==> src/rtl/mon_hs_pkg.sv <==
package mon_hs_pkg;
    localparam logic HS_ON  = 1'b0;
    localparam logic HS_OFF = 1'b1;

    typedef enum logic [1:0] {T_IDLE, T_SEND, T_GAP, T_END} tx_state_e;
    typedef enum logic [2:0] {R_IDLE, R_LOOK, R_ACK, R_REL, R_ERR} rx_state_e;

    function automatic logic hs_on(input logic b);
        return b == HS_ON;
    endfunction
endpackage

==> src/rtl/mon_hs_tx.sv <==
module mon_hs_tx
    import mon_hs_pkg::*;
#(
    parameter int DW           = 8,
    parameter int ABORT_FRAMES = 8,
    parameter int END_FRAMES   = 2
) (
    input  logic          clk,
    input  logic          rst,
    input  logic          frame_strobe,
    input  logic          host_wr,
    input  logic [DW-1:0] host_data,
    input  logic          mx_ctrl,
    input  logic          mr_in,
    output logic [DW-1:0] mon_out,
    output logic          mx_out,
    output logic          tx_active,
    output logic          irq_ack,
    output logic          irq_abort
);
    localparam int AW = $clog2(ABORT_FRAMES + 1);
    localparam int EW = $clog2(END_FRAMES + 1);

    tx_state_e     state;
    logic          pend;
    logic [DW-1:0] pend_data;
    logic [AW-1:0] acnt;
    logic [EW-1:0] ecnt;

    always_ff @(posedge clk) begin
        if (rst) begin
            state     <= T_IDLE;
            pend      <= 1'b0;
            pend_data <= '0;
            mon_out   <= '0;
            mx_out    <= HS_OFF;
            tx_active <= 1'b0;
            acnt      <= '0;
            ecnt      <= '0;
            irq_ack   <= 1'b0;
            irq_abort <= 1'b0;
        end else begin
            irq_ack   <= 1'b0;
            irq_abort <= 1'b0;
            if (frame_strobe) begin
                case (state)
                    T_IDLE, T_GAP: begin
                        if (mx_ctrl && pend) begin
                            mon_out   <= pend_data;
                            mx_out    <= HS_ON;
                            pend      <= 1'b0;
                            tx_active <= 1'b1;
                            acnt      <= '0;
                            state     <= T_SEND;
                        end else if (state == T_GAP && !mx_ctrl) begin
                            ecnt  <= hs_on(mr_in) ? EW'(0) : EW'(1);
                            state <= T_END;
                        end
                    end
                    T_SEND: begin
                        if (hs_on(mr_in)) begin
                            irq_ack <= 1'b1;
                            mx_out  <= HS_OFF;
                            state   <= T_GAP;
                        end else if (acnt == AW'(ABORT_FRAMES - 1)) begin
                            irq_abort <= 1'b1;
                            mx_out    <= HS_OFF;
                            tx_active <= 1'b0;
                            pend      <= 1'b0;
                            state     <= T_IDLE;
                        end else begin
                            acnt <= acnt + AW'(1);
                        end
                    end
                    T_END: begin
                        if (hs_on(mr_in)) begin
                            ecnt <= '0;
                        end else if (ecnt >= EW'(END_FRAMES - 1)) begin
                            tx_active <= 1'b0;
                            state     <= T_IDLE;
                        end else begin
                            ecnt <= ecnt + EW'(1);
                        end
                    end
                    default: state <= T_IDLE;
                endcase
            end
            if (host_wr) begin
                pend      <= 1'b1;
                pend_data <= host_data;
            end
        end
    end

    AST_START_ACTIVE: assert property (@(posedge clk) disable iff (rst)
        $fell(mx_out) |-> tx_active);
    AST_ACK_RELEASES_MX: assert property (@(posedge clk) disable iff (rst)
        irq_ack |-> (mx_out == HS_OFF && $past(mx_out) == HS_ON));
    AST_ABORT_IDLE: assert property (@(posedge clk) disable iff (rst)
        irq_abort |-> (!tx_active && mx_out == HS_OFF));
    AST_ACK_NOT_ABORT: assert property (@(posedge clk) disable iff (rst)
        !(irq_ack && irq_abort));
endmodule

==> src/rtl/mon_hs_rx.sv <==
module mon_hs_rx
    import mon_hs_pkg::*;
#(
    parameter int DW         = 8,
    parameter int END_FRAMES = 2
) (
    input  logic          clk,
    input  logic          rst,
    input  logic          frame_strobe,
    input  logic          mr_ctrl,
    input  logic          rx_int_en,
    input  logic [DW-1:0] mon_in,
    input  logic          mx_in,
    input  logic          mr_in,
    output logic          mr_out,
    output logic [DW-1:0] rx_data,
    output logic          irq_rx,
    output logic          irq_end,
    output logic          irq_err
);
    localparam int QW = $clog2(END_FRAMES + 1);

    rx_state_e     state;
    logic [DW-1:0] look;
    logic          retry;
    logic          in_xfer;
    logic [QW-1:0] qcnt;
    logic          quiet;
    logic          quiet_done;

    assign quiet      = !hs_on(mx_in) && !hs_on(mr_in);
    assign quiet_done = quiet && (qcnt >= QW'(END_FRAMES - 1));

    always_ff @(posedge clk) begin
        if (rst) begin
            state   <= R_IDLE;
            look    <= '0;
            retry   <= 1'b0;
            in_xfer <= 1'b0;
            qcnt    <= '0;
            mr_out  <= HS_OFF;
            rx_data <= '0;
            irq_rx  <= 1'b0;
            irq_end <= 1'b0;
            irq_err <= 1'b0;
        end else begin
            irq_rx  <= 1'b0;
            irq_end <= 1'b0;
            irq_err <= 1'b0;
            if (frame_strobe) begin
                if (!quiet)
                    qcnt <= '0;
                else if (qcnt < QW'(END_FRAMES))
                    qcnt <= qcnt + QW'(1);
                if (in_xfer && quiet_done) begin
                    irq_end <= 1'b1;
                    in_xfer <= 1'b0;
                end
                if (!mr_ctrl) begin
                    state  <= R_IDLE;
                    mr_out <= HS_OFF;
                end else begin
                    case (state)
                        R_IDLE: if (hs_on(mx_in)) begin
                            look  <= mon_in;
                            retry <= 1'b0;
                            state <= R_LOOK;
                        end
                        R_LOOK: begin
                            if (!hs_on(mx_in)) begin
                                state <= R_IDLE;
                            end else if (mon_in == look) begin
                                rx_data <= mon_in;
                                mr_out  <= HS_ON;
                                in_xfer <= 1'b1;
                                irq_rx  <= rx_int_en;
                                state   <= R_ACK;
                            end else if (!retry) begin
                                look  <= mon_in;
                                retry <= 1'b1;
                            end else begin
                                irq_err <= 1'b1;
                                in_xfer <= 1'b0;
                                state   <= R_ERR;
                            end
                        end
                        R_ACK: begin
                            mr_out <= HS_OFF;
                            state  <= R_REL;
                        end
                        R_REL: if (!hs_on(mx_in)) state <= R_IDLE;
                        R_ERR: if (quiet_done) state <= R_IDLE;
                        default: state <= R_IDLE;
                    endcase
                end
            end
        end
    end

    AST_MR_ONE_FRAME: assert property (@(posedge clk) disable iff (rst)
        (frame_strobe && mr_out == HS_ON) |=> mr_out == HS_OFF);
    AST_RX_GATED: assert property (@(posedge clk) disable iff (rst)
        irq_rx |-> $past(rx_int_en && mr_ctrl));
    AST_DISABLED_SILENT: assert property (@(posedge clk) disable iff (rst)
        (frame_strobe && !mr_ctrl) |=> (mr_out == HS_OFF && !irq_rx));
    AST_ERR_NO_ACK: assert property (@(posedge clk) disable iff (rst)
        irq_err |-> (mr_out == HS_OFF && !irq_rx));
endmodule

==> src/rtl/mon_hs_top.sv <==
module mon_hs_top
    import mon_hs_pkg::*;
#(
    parameter int DW           = 8,
    parameter int ABORT_FRAMES = 8,
    parameter int END_FRAMES   = 2
) (
    input  logic          clk,
    input  logic          rst,
    input  logic          frame_strobe,
    input  logic          host_wr,
    input  logic [DW-1:0] host_data,
    input  logic          mx_ctrl,
    input  logic          mr_ctrl,
    input  logic          rx_int_en,
    input  logic [DW-1:0] mon_in,
    input  logic          mx_in,
    input  logic          mr_in,
    output logic [DW-1:0] mon_out,
    output logic          mx_out,
    output logic          mr_out,
    output logic          tx_active,
    output logic [DW-1:0] rx_data,
    output logic          irq_ack,
    output logic          irq_rx,
    output logic          irq_end,
    output logic          irq_tx_abort,
    output logic          irq_rx_err
);
    mon_hs_tx #(.DW(DW), .ABORT_FRAMES(ABORT_FRAMES), .END_FRAMES(END_FRAMES)) tx_i (
        .clk(clk), .rst(rst), .frame_strobe(frame_strobe),
        .host_wr(host_wr), .host_data(host_data), .mx_ctrl(mx_ctrl),
        .mr_in(mr_in), .mon_out(mon_out), .mx_out(mx_out),
        .tx_active(tx_active), .irq_ack(irq_ack), .irq_abort(irq_tx_abort)
    );

    mon_hs_rx #(.DW(DW), .END_FRAMES(END_FRAMES)) rx_i (
        .clk(clk), .rst(rst), .frame_strobe(frame_strobe),
        .mr_ctrl(mr_ctrl), .rx_int_en(rx_int_en), .mon_in(mon_in),
        .mx_in(mx_in), .mr_in(mr_in), .mr_out(mr_out), .rx_data(rx_data),
        .irq_rx(irq_rx), .irq_end(irq_end), .irq_err(irq_rx_err)
    );

    AST_RESET_QUIET: assert property (@(posedge clk)
        $past(rst) |-> (mx_out == HS_OFF && mr_out == HS_OFF && !tx_active));
endmodule

==> config.mk <==
export PLATFORM = sky130hd
export DESIGN_NAME = mon_hs_top
export DESIGN_NICKNAME = d
export VERILOG_FILES = /design/src/rtl/mon_hs_pkg.sv /design/src/rtl/mon_hs_tx.sv /design/src/rtl/mon_hs_rx.sv /design/src/rtl/mon_hs_top.sv
export SDC_FILE = /design/constraint.sdc
export NUM_CORES = 1
export LEC_CHECK = 0
export CAP_MARGIN = 40
export CORE_MARGIN = 3
export CORE_UTILIZATION = 40
export DETAILED_ROUTE_END_ITERATION = 7
export PLACE_DENSITY_LB_ADDON = 0.15
export SYNTH_ARGS = -nofsm -noshare
export SYNTH_HDL_FRONTEND = slang
export SYNTH_SLANG_ARGS = --single-unit
==> constraint.sdc <==
create_clock -name clk -period 5.4 [get_ports clk]
set_input_delay 1.08 -clock clk [delete_from_list [all_inputs] [get_ports clk]]
set_output_delay 1.08 -clock clk [all_outputs]
set_load 0.01 [all_outputs]
==> summary.md, run 1 <==
| Metric | Value |
|---|---|
| Status | `finished clean` |
| Hold Fails Final Rpt | `0` |
| Hold Startpoint | `tx_i.pend_data[1]` |
| Drt drc | `0` |
| Gr ovfl total | `0` |
| Post-Synthesis Cells | `282` |
| Peak VDD IR | `0.130 mV` |
| Period minus WS final | `2.94 ns` |
| Register area share after synthesis | `45.1%` |
| CTS resizes | `0` |
| Cell variety after synth | `40` |
| Most frequent cells in the layout | `56 x dfxtp_1, 47 x clkdlybuf4s50_1, 29 x nand2_1` |
| H-Tree Depth | `2` |
| Reg-to-reg endpoint | `rx_i.look[2]` |
| Initial Util | `41.8%` |
| Hold Path End | `tx_i.mon_out[1]` |
| Final Slew Violations | `0` |
| EDFF count, synth | `0` |
| Post-Syn Area per Cell | `8.82 um^2` |
| Switch share | `24.1%` |
| Via count | `2036` |
| Input/output buffers | `48` |
| Clock skew | `0.00622 ns` |
| Clk sinks | `56` |
| Sw Pwr | `0.194 mW` |
| Area Growth Syn to Fin | `26.2%` |
| Commonest non-fill, non-tap cell in the layout | `dfxtp_1` |
| Reg2Reg Setup Slack | `3.48 ns` |
| # rows | `28` |
| Placed Cells incl. Taps | `394` |
| Final wirelength | `4.99 mm` |
| Fillers | `599` |
| Root Driver | `clkbuf_8` |
| Share of cells above drive strength 1 | `5.20%` |
| GPL Wtd Cong | `0.796` |
| Synthesized area | `2490 um^2` |
| P_int | `0.612 mW` |
| Worst flop-to-flop path startpoint | `rx_i.look[1]` |
| Pre-antenna DRT Iters | `4` |
| Synth async-reset ratio | `0%` |
| CP Launch Type | `primary input` |
| Worst setup EP type | `register` |
| Die H | `84.9 um` |
| MaxCap Viol Count | `0` |
| Clock latency on the worst-skew pair | `0.31 ns` |
| Core area | `5960 um^2` |
| Fmax | `340 MHz` |
| Worst EP required | `5.60 ns` |
| Clock power frac | `34.3%` |
| Dpl hpwl | `3.50 mm` |
| Flop pwr share | `54.2%` |
| Final ANT Viol Nets | `0` |
| Synth Flop Type | `dfxtp_1` |
| Endpoints failing setup | `0` |
| DR iter-0 viols | `90` |
| Clock tree from TritonCTS | `built` |
| Logic pwr share | `11.5%` |
| FF-to-FF path depth | `5` |
| Clock transition at the registers of the reported paths | `0.10 ns` |
| Setup TNS | `0 ns` |
| Initial antenna violation count | `0` |
| Global-route wire length before repair | `9.00 mm` |
| Worst EP arrival | `3.14 ns` |
| Vias in the first global route | `2000` |
| Syn Nets | `310` |
| P_leak | `1.14 nW` |
| Clock Path Buffers | `2` |
| Number of synthesis warnings | `0` |
| Pin count of the biggest net entering global routing | `44` |
| Hold Path Depth | `2` |
| Post-CTS Hold Buffers | `0` |
| Post-CTS Repair Setup Buffers | `0` |
| Cell area power density | `257 nW/um^2` |
| Max transition margin | `44.0%` |
| CP Class | `primary input to register` |
| Die Wd | `84.9 um` |
| IO Count | `49` |
| Worst min path class | `register to register` |
| Unrepaired setup endpoints after global routing | `no` |
| Aggregate global-route resource usage | `15.0%` |
| N_diodes | `0` |
| Non-Filler Instances | `402` |
| CP max FO | `12` |
| Final #Nets | `354` |
| Vias per std cell | `5.06` |
| Die area | `7200 um^2` |
| TritonCTS buffer count | `5` |
| Yosys reg bits | `56` |
| Per-cell routed wire length | `12.4 um` |
| Worst Tran Pin Value | `0.835 ns` |
| Fin crit share | `54.5%` |
[per-layer routing]
metal	global-route usage, %	vias up	share of wire (%)	wire length, um
li1	-	1049	-	-
met1	19.9	945	50	2490
met2	24.8	38	45	2260
met3	3.69	4	4.0	202
met4	3.45	0	0.80	40
met5	0	-	0	0
[synth_stat cells (all sizes together), types with 3 or more instances]
library cell | number | area [um^2]
nand3 | 6 | 30.0
a211oi | 3 | 22.5
nand2b | 19 | 119
nand4 | 3 | 18.8
dfxtp | 56 | 1120
a21oi | 24 | 120
nor2 | 27 | 101
o21bai | 3 | 22.5
nor2b | 3 | 18.8
nor3 | 10 | 55.1
mux2i | 27 | 270
ha | 3 | 37.5
clkbuf | 12 | 45.0
o21ai | 9 | 45.0
nand2 | 29 | 109
inv | 10 | 37.5
xnor2 | 11 | 96.3
[worst max-delay path, cell delays in order]
cell	delay, ns
clkdlybuf4s50_1	0.71
and4bb_2	0.31
nand2_1	0.07
nor3_2	0.64
mux2i_1	0.27
nor2_1	0.05
[how the worst max path moves through the flow]
stage / slack [ns] / cells past startpoint / startpoint / endpoint
3_5_place_dp: 2.12 / 6 / frame_strobe / rx_i.rx_data[7]
2_1_floorplan: 2.98 / 6 / mx_in / rx_i.look[0]
5_1_grt: 2.30 / 6 / frame_strobe / rx_i.rx_data[7]
6_report: 2.46 / 6 / frame_strobe / rx_i.rx_data[7]
4_1_cts: 2.46 / 6 / frame_strobe / rx_i.rx_data[7]
3_3_place_gp: 2.14 / 6 / frame_strobe / rx_i.rx_data[6]
[sequential cells by signal, summed over array words and instances (netlist names), 2 cells and up]
signal,cells
rx_i.look,8
rx_i.rx_data,8
tx_i.acnt,4
tx_i.state,2
tx_i.ecnt,2
rx_i.state,3
tx_i.mon_out,8
rx_i.qcnt,2
tx_i.pend_data,8
[cell families after synthesis]
kind of cell	count (synthesis)	synth area share, %
mux	27	10.9
flops	56	45.1
fa+ha+maj	3	1.51
buf+inv	23	3.77
simple gates	112	23.0
compound gates	50	11.9
xor+xnor	11	3.87
[final cells by class]
type | count | area, um^2 | share of cell area [%]
Tap cell | 75 | 93.8 | 2.99
Inverter | 10 | 37.5 | 1.20
Clock buffer | 5 | 68.8 | 2.19
Multi-Input combinational cell | 203 | 1270 | 40.5
Clock inverter | 3 | 42.5 | 1.36
Timing Repair Buffer | 50 | 503 | 16.0
Sequential cell | 56 | 1120 | 35.7
[through the flow]
stage / total power [mW] / area, um^2 / utilization (%) / hold slack (ns) / setup slack [ns]
after floorplan: 0.503 / 2490 / - / 0.431 / 2.98
after global placement: 0.537 / 3000 / 50.4 / 0.443 / 2.14
after detailed placement: 0.540 / 3030 / 50.8 / 0.444 / 2.12
after CTS: 0.817 / 3140 / 52.7 / 0.459 / 2.46
after global routing: 0.844 / 3140 / 52.7 / 0.484 / 2.30
final: 0.806 / 3140 / 52.7 / 0.454 / 2.46
[power groups by stage]
| stage | Combinational, mW | Clock [mW] | Sequential (mW) |
|---|---|---|---|
| 4_1_cts | 0.0941 | 0.286 | 0.437 |
| 6_report | 0.0928 | 0.276 | 0.437 |
| 5_1_grt | 0.105 | 0.300 | 0.439 |
| 3_3_place_gp | 0.0908 | 0 | 0.446 |
| 2_1_floorplan | 0.0599 | 0 | 0.444 |
| 3_5_place_dp | 0.0938 | 0 | 0.446 |
Note: power is estimated with default switching activity, not from simulation.
==> run 2: changes to the inputs <==
Clock period 5.4 ns to 2.39 ns, I/O delays scaled along.
==> summary.md, run 2 (synthesis gave the netlist of run 1 again) <==
| Metric | Value |
|---|---|
| Worst setup EP type | `register (unchanged)` |
| Cell area power density | `570 nW/um^2 (was 257 nW/um^2)` |
| GPL Wtd Cong | `0.778 (was 0.796)` |
| Period minus WS final | `2.14 ns` |
| Final worst slack | `0.253 ns (was 2.46 ns)` |
| Pre-antenna DRT Iters | `4 (unchanged)` |
| Clock skew | `0.00698 ns (was 0.00622 ns)` |
| Core area | `5960 um^2 (unchanged)` |
| Commonest non-fill, non-tap cell in the layout | `dfxtp_1 (unchanged)` |
| Clock transition at the registers of the reported paths | `0.10 ns (about the same)` |
| Post-CTS Repair Setup Buffers | `0 (unchanged)` |
| P_leak | `1.20 nW (was 1.14 nW)` |
| H-Tree Depth | `2 (unchanged)` |
| Final #Nets | `366 (was 354)` |
| Root Driver | `clkbuf_8 (unchanged)` |
| Share of cells above drive strength 1 | `8.55% (was 5.20%)` |
| MaxCap Viol Count | `0 (unchanged)` |
| Placed Cells incl. Taps | `406 (was 394)` |
| Input/output buffers | `48 (unchanged)` |
| Reg2Reg Setup Slack | `0.49 ns (was 3.48 ns)` |
| Vias in the first global route | `1972 (was 2000)` |
| Drt drc | `0 (unchanged)` |
| Sequential Area | `1120 um^2 (unchanged)` |
| Per-cell routed wire length | `12.1 um (was 12.4 um)` |
| Critical Path End | `rx_i.look[4] (was rx_i.rx_data[7])` |
| IO Count | `49 (unchanged)` |
| Non-Filler Instances | `414 (was 402)` |
| Sw Pwr | `0.440 mW (was 0.194 mW)` |
| Clk sinks | `56 (unchanged)` |
| Fillers | `583 (was 599)` |
| Initial antenna violation count | `0 (unchanged)` |
| Max transition margin | `53.1% (was 44.0%)` |
| Clock latency on the worst-skew pair | `0.31 ns (about the same)` |
| Via count | `2075 (was 2036)` |
| Global-route wire length before repair | `8.81 mm (was 9.00 mm)` |
| Final ANT Viol Nets | `0 (unchanged)` |
| N_diodes | `0 (unchanged)` |
| Final Slew Violations | `0 (unchanged)` |
| Worst min path class | `register to register (unchanged)` |
| CP Class | `primary input to register (unchanged)` |
| Aggregate global-route resource usage | `14.9% (was 15.0%)` |
| CP max FO | `8 (was 12)` |
| Logic pwr share | `12.0% (was 11.5%)` |
| TritonCTS buffer count | `5 (unchanged)` |
| Setup crit start | `mr_ctrl (was frame_strobe)` |
| Flop pwr share | `53.8% (was 54.2%)` |
| Most frequent cells in the layout | `56 x dfxtp_1, 47 x clkdlybuf4s50_1, 29 x nand2_1 (unchanged)` |
| Pin count of the biggest net entering global routing | `46 (was 44)` |
| FF-to-FF path depth | `5 (unchanged)` |
| Hold Fails Final Rpt | `0 (unchanged)` |
| Pre-CTS WS | `-0.0789 ns (was 2.12 ns)` |
| Switch share | `24.0% (was 24.1%)` |
| Area Growth Syn to Fin | `29.5% (was 26.2%)` |
| Clock power frac | `34.2% (was 34.3%)` |
| Die Wd | `84.9 um (unchanged)` |
| # rows | `28 (unchanged)` |
| Vias per std cell | `5.01 (was 5.06)` |
| Die area | `7200 um^2 (unchanged)` |
| P_int | `1.40 mW (was 0.612 mW)` |
| Setup TNS | `0 ns (unchanged)` |
| Worst EP required | `2.57 ns (was 5.60 ns)` |
| Clock Path Buffers | `2 (unchanged)` |
| Die H | `84.9 um (unchanged)` |
| Unrepaired setup endpoints after global routing | `no (unchanged)` |
| Worst flop-to-flop path startpoint | `rx_i.state[2] (was rx_i.look[1])` |
| Endpoints failing setup | `0 (unchanged)` |
| Fin crit share | `89.4%` |
| CP Launch Type | `primary input (unchanged)` |
| Worst EP arrival | `2.32 ns (was 3.14 ns)` |
| Peak VDD IR | `0.274 mV (was 0.130 mV)` |
| DR iter-0 viols | `67 (was 90)` |
| Dpl hpwl | `3.59 mm (was 3.50 mm)` |
| Status | `finished clean (unchanged)` |
| Gr ovfl total | `0 (unchanged)` |
| Final wirelength | `5.02 mm (was 4.99 mm)` |
| Fmax | `468 MHz` |
| Initial Util | `41.8% (unchanged)` |
| Area of the multi-input gates | `1270 um^2 (unchanged)` |
| Post-CTS Hold Buffers | `0 (unchanged)` |
| Clock tree from TritonCTS | `built (unchanged)` |
| Worst Tran Pin Value | `0.703 ns (was 0.835 ns)` |
| CTS resizes | `0 (unchanged)` |
| Reg-to-reg endpoint | `rx_i.look[4] (was rx_i.look[2])` |
[run 2: changes by cell type in the layout (fill, tap and decap cells not counted), sizes merged]
cell      delta
buf         +12
clkinv       +1
clkinvlp     -1
[run 2: power by group through the flow]
| stage | registers [mW] | logic [mW] | clock network (mW) |
|---|---|---|---|
| detailed placement | 1.01 | 0.222 | 0 |
| global route | 0.993 | 0.245 | 0.689 |
| floorplan | 1.00 | 0.135 | 0 |
| finish | 0.988 | 0.220 | 0.628 |
| CTS | 0.987 | 0.223 | 0.659 |
| global placement | 1.01 | 0.220 | 0 |
[run 2: worst min path at each step]
stage,startpoint,end,slack (ns),cells after the start
after CTS,tx_i.pend_data[1],tx_i.mon_out[1],0.46,2
after floorplan,tx_i.pend_data[0],tx_i.mon_out[0],0.43,2
after global routing,tx_i.pend_data[5],tx_i.mon_out[5],0.49,2
final,tx_i.pend_data[1],tx_i.mon_out[1],0.46,2
after detailed placement,tx_i.pend_data[1],tx_i.mon_out[1],0.45,2
after global placement,tx_i.pend_data[4],tx_i.mon_out[4],0.44,2
[run 2: stage by stage]
stage	utilization (%)	power [mW]	cell area [um^2]	hold slack, ns
after detailed placement	52.1	1.23	3110	0.446
after CTS	54.1	1.87	3220	0.462
final	54.1	1.84	3220	0.457
after global routing	54.1	1.93	3220	0.489
after global placement	52.1	1.23	3110	0.443
after floorplan	-	1.14	2490	0.431
[run 2: cell type report]
cell class	count	area share, %
Timing Repair Buffer	62	18.0
Sequential cell	56	34.8
Multi-Input combinational cell	203	39.5
Clock inverter	3	1.48
Inverter	10	1.17
Tap cell	75	2.91
Clock buffer	5	2.14
[run 2: metal layers]
metal / vias to the layer above / wire, um / GRT usage [%]
li1: 1075 / - / -
met1: 959 / 2530 / 20.2
met3: 4 / 208 / 3.88
met4: 0 / 59 / 4.32
met2: 37 / 2220 / 23.5
met5: - / 0 / 0
[run 2: critical path, cell delays in order]
cell and delay, ns:
clkdlybuf4s50_1 0.48, or3b_4 0.40, or3_4 0.35, o21bai_1 0.18
o31a_1 0.26, mux2i_1 0.17
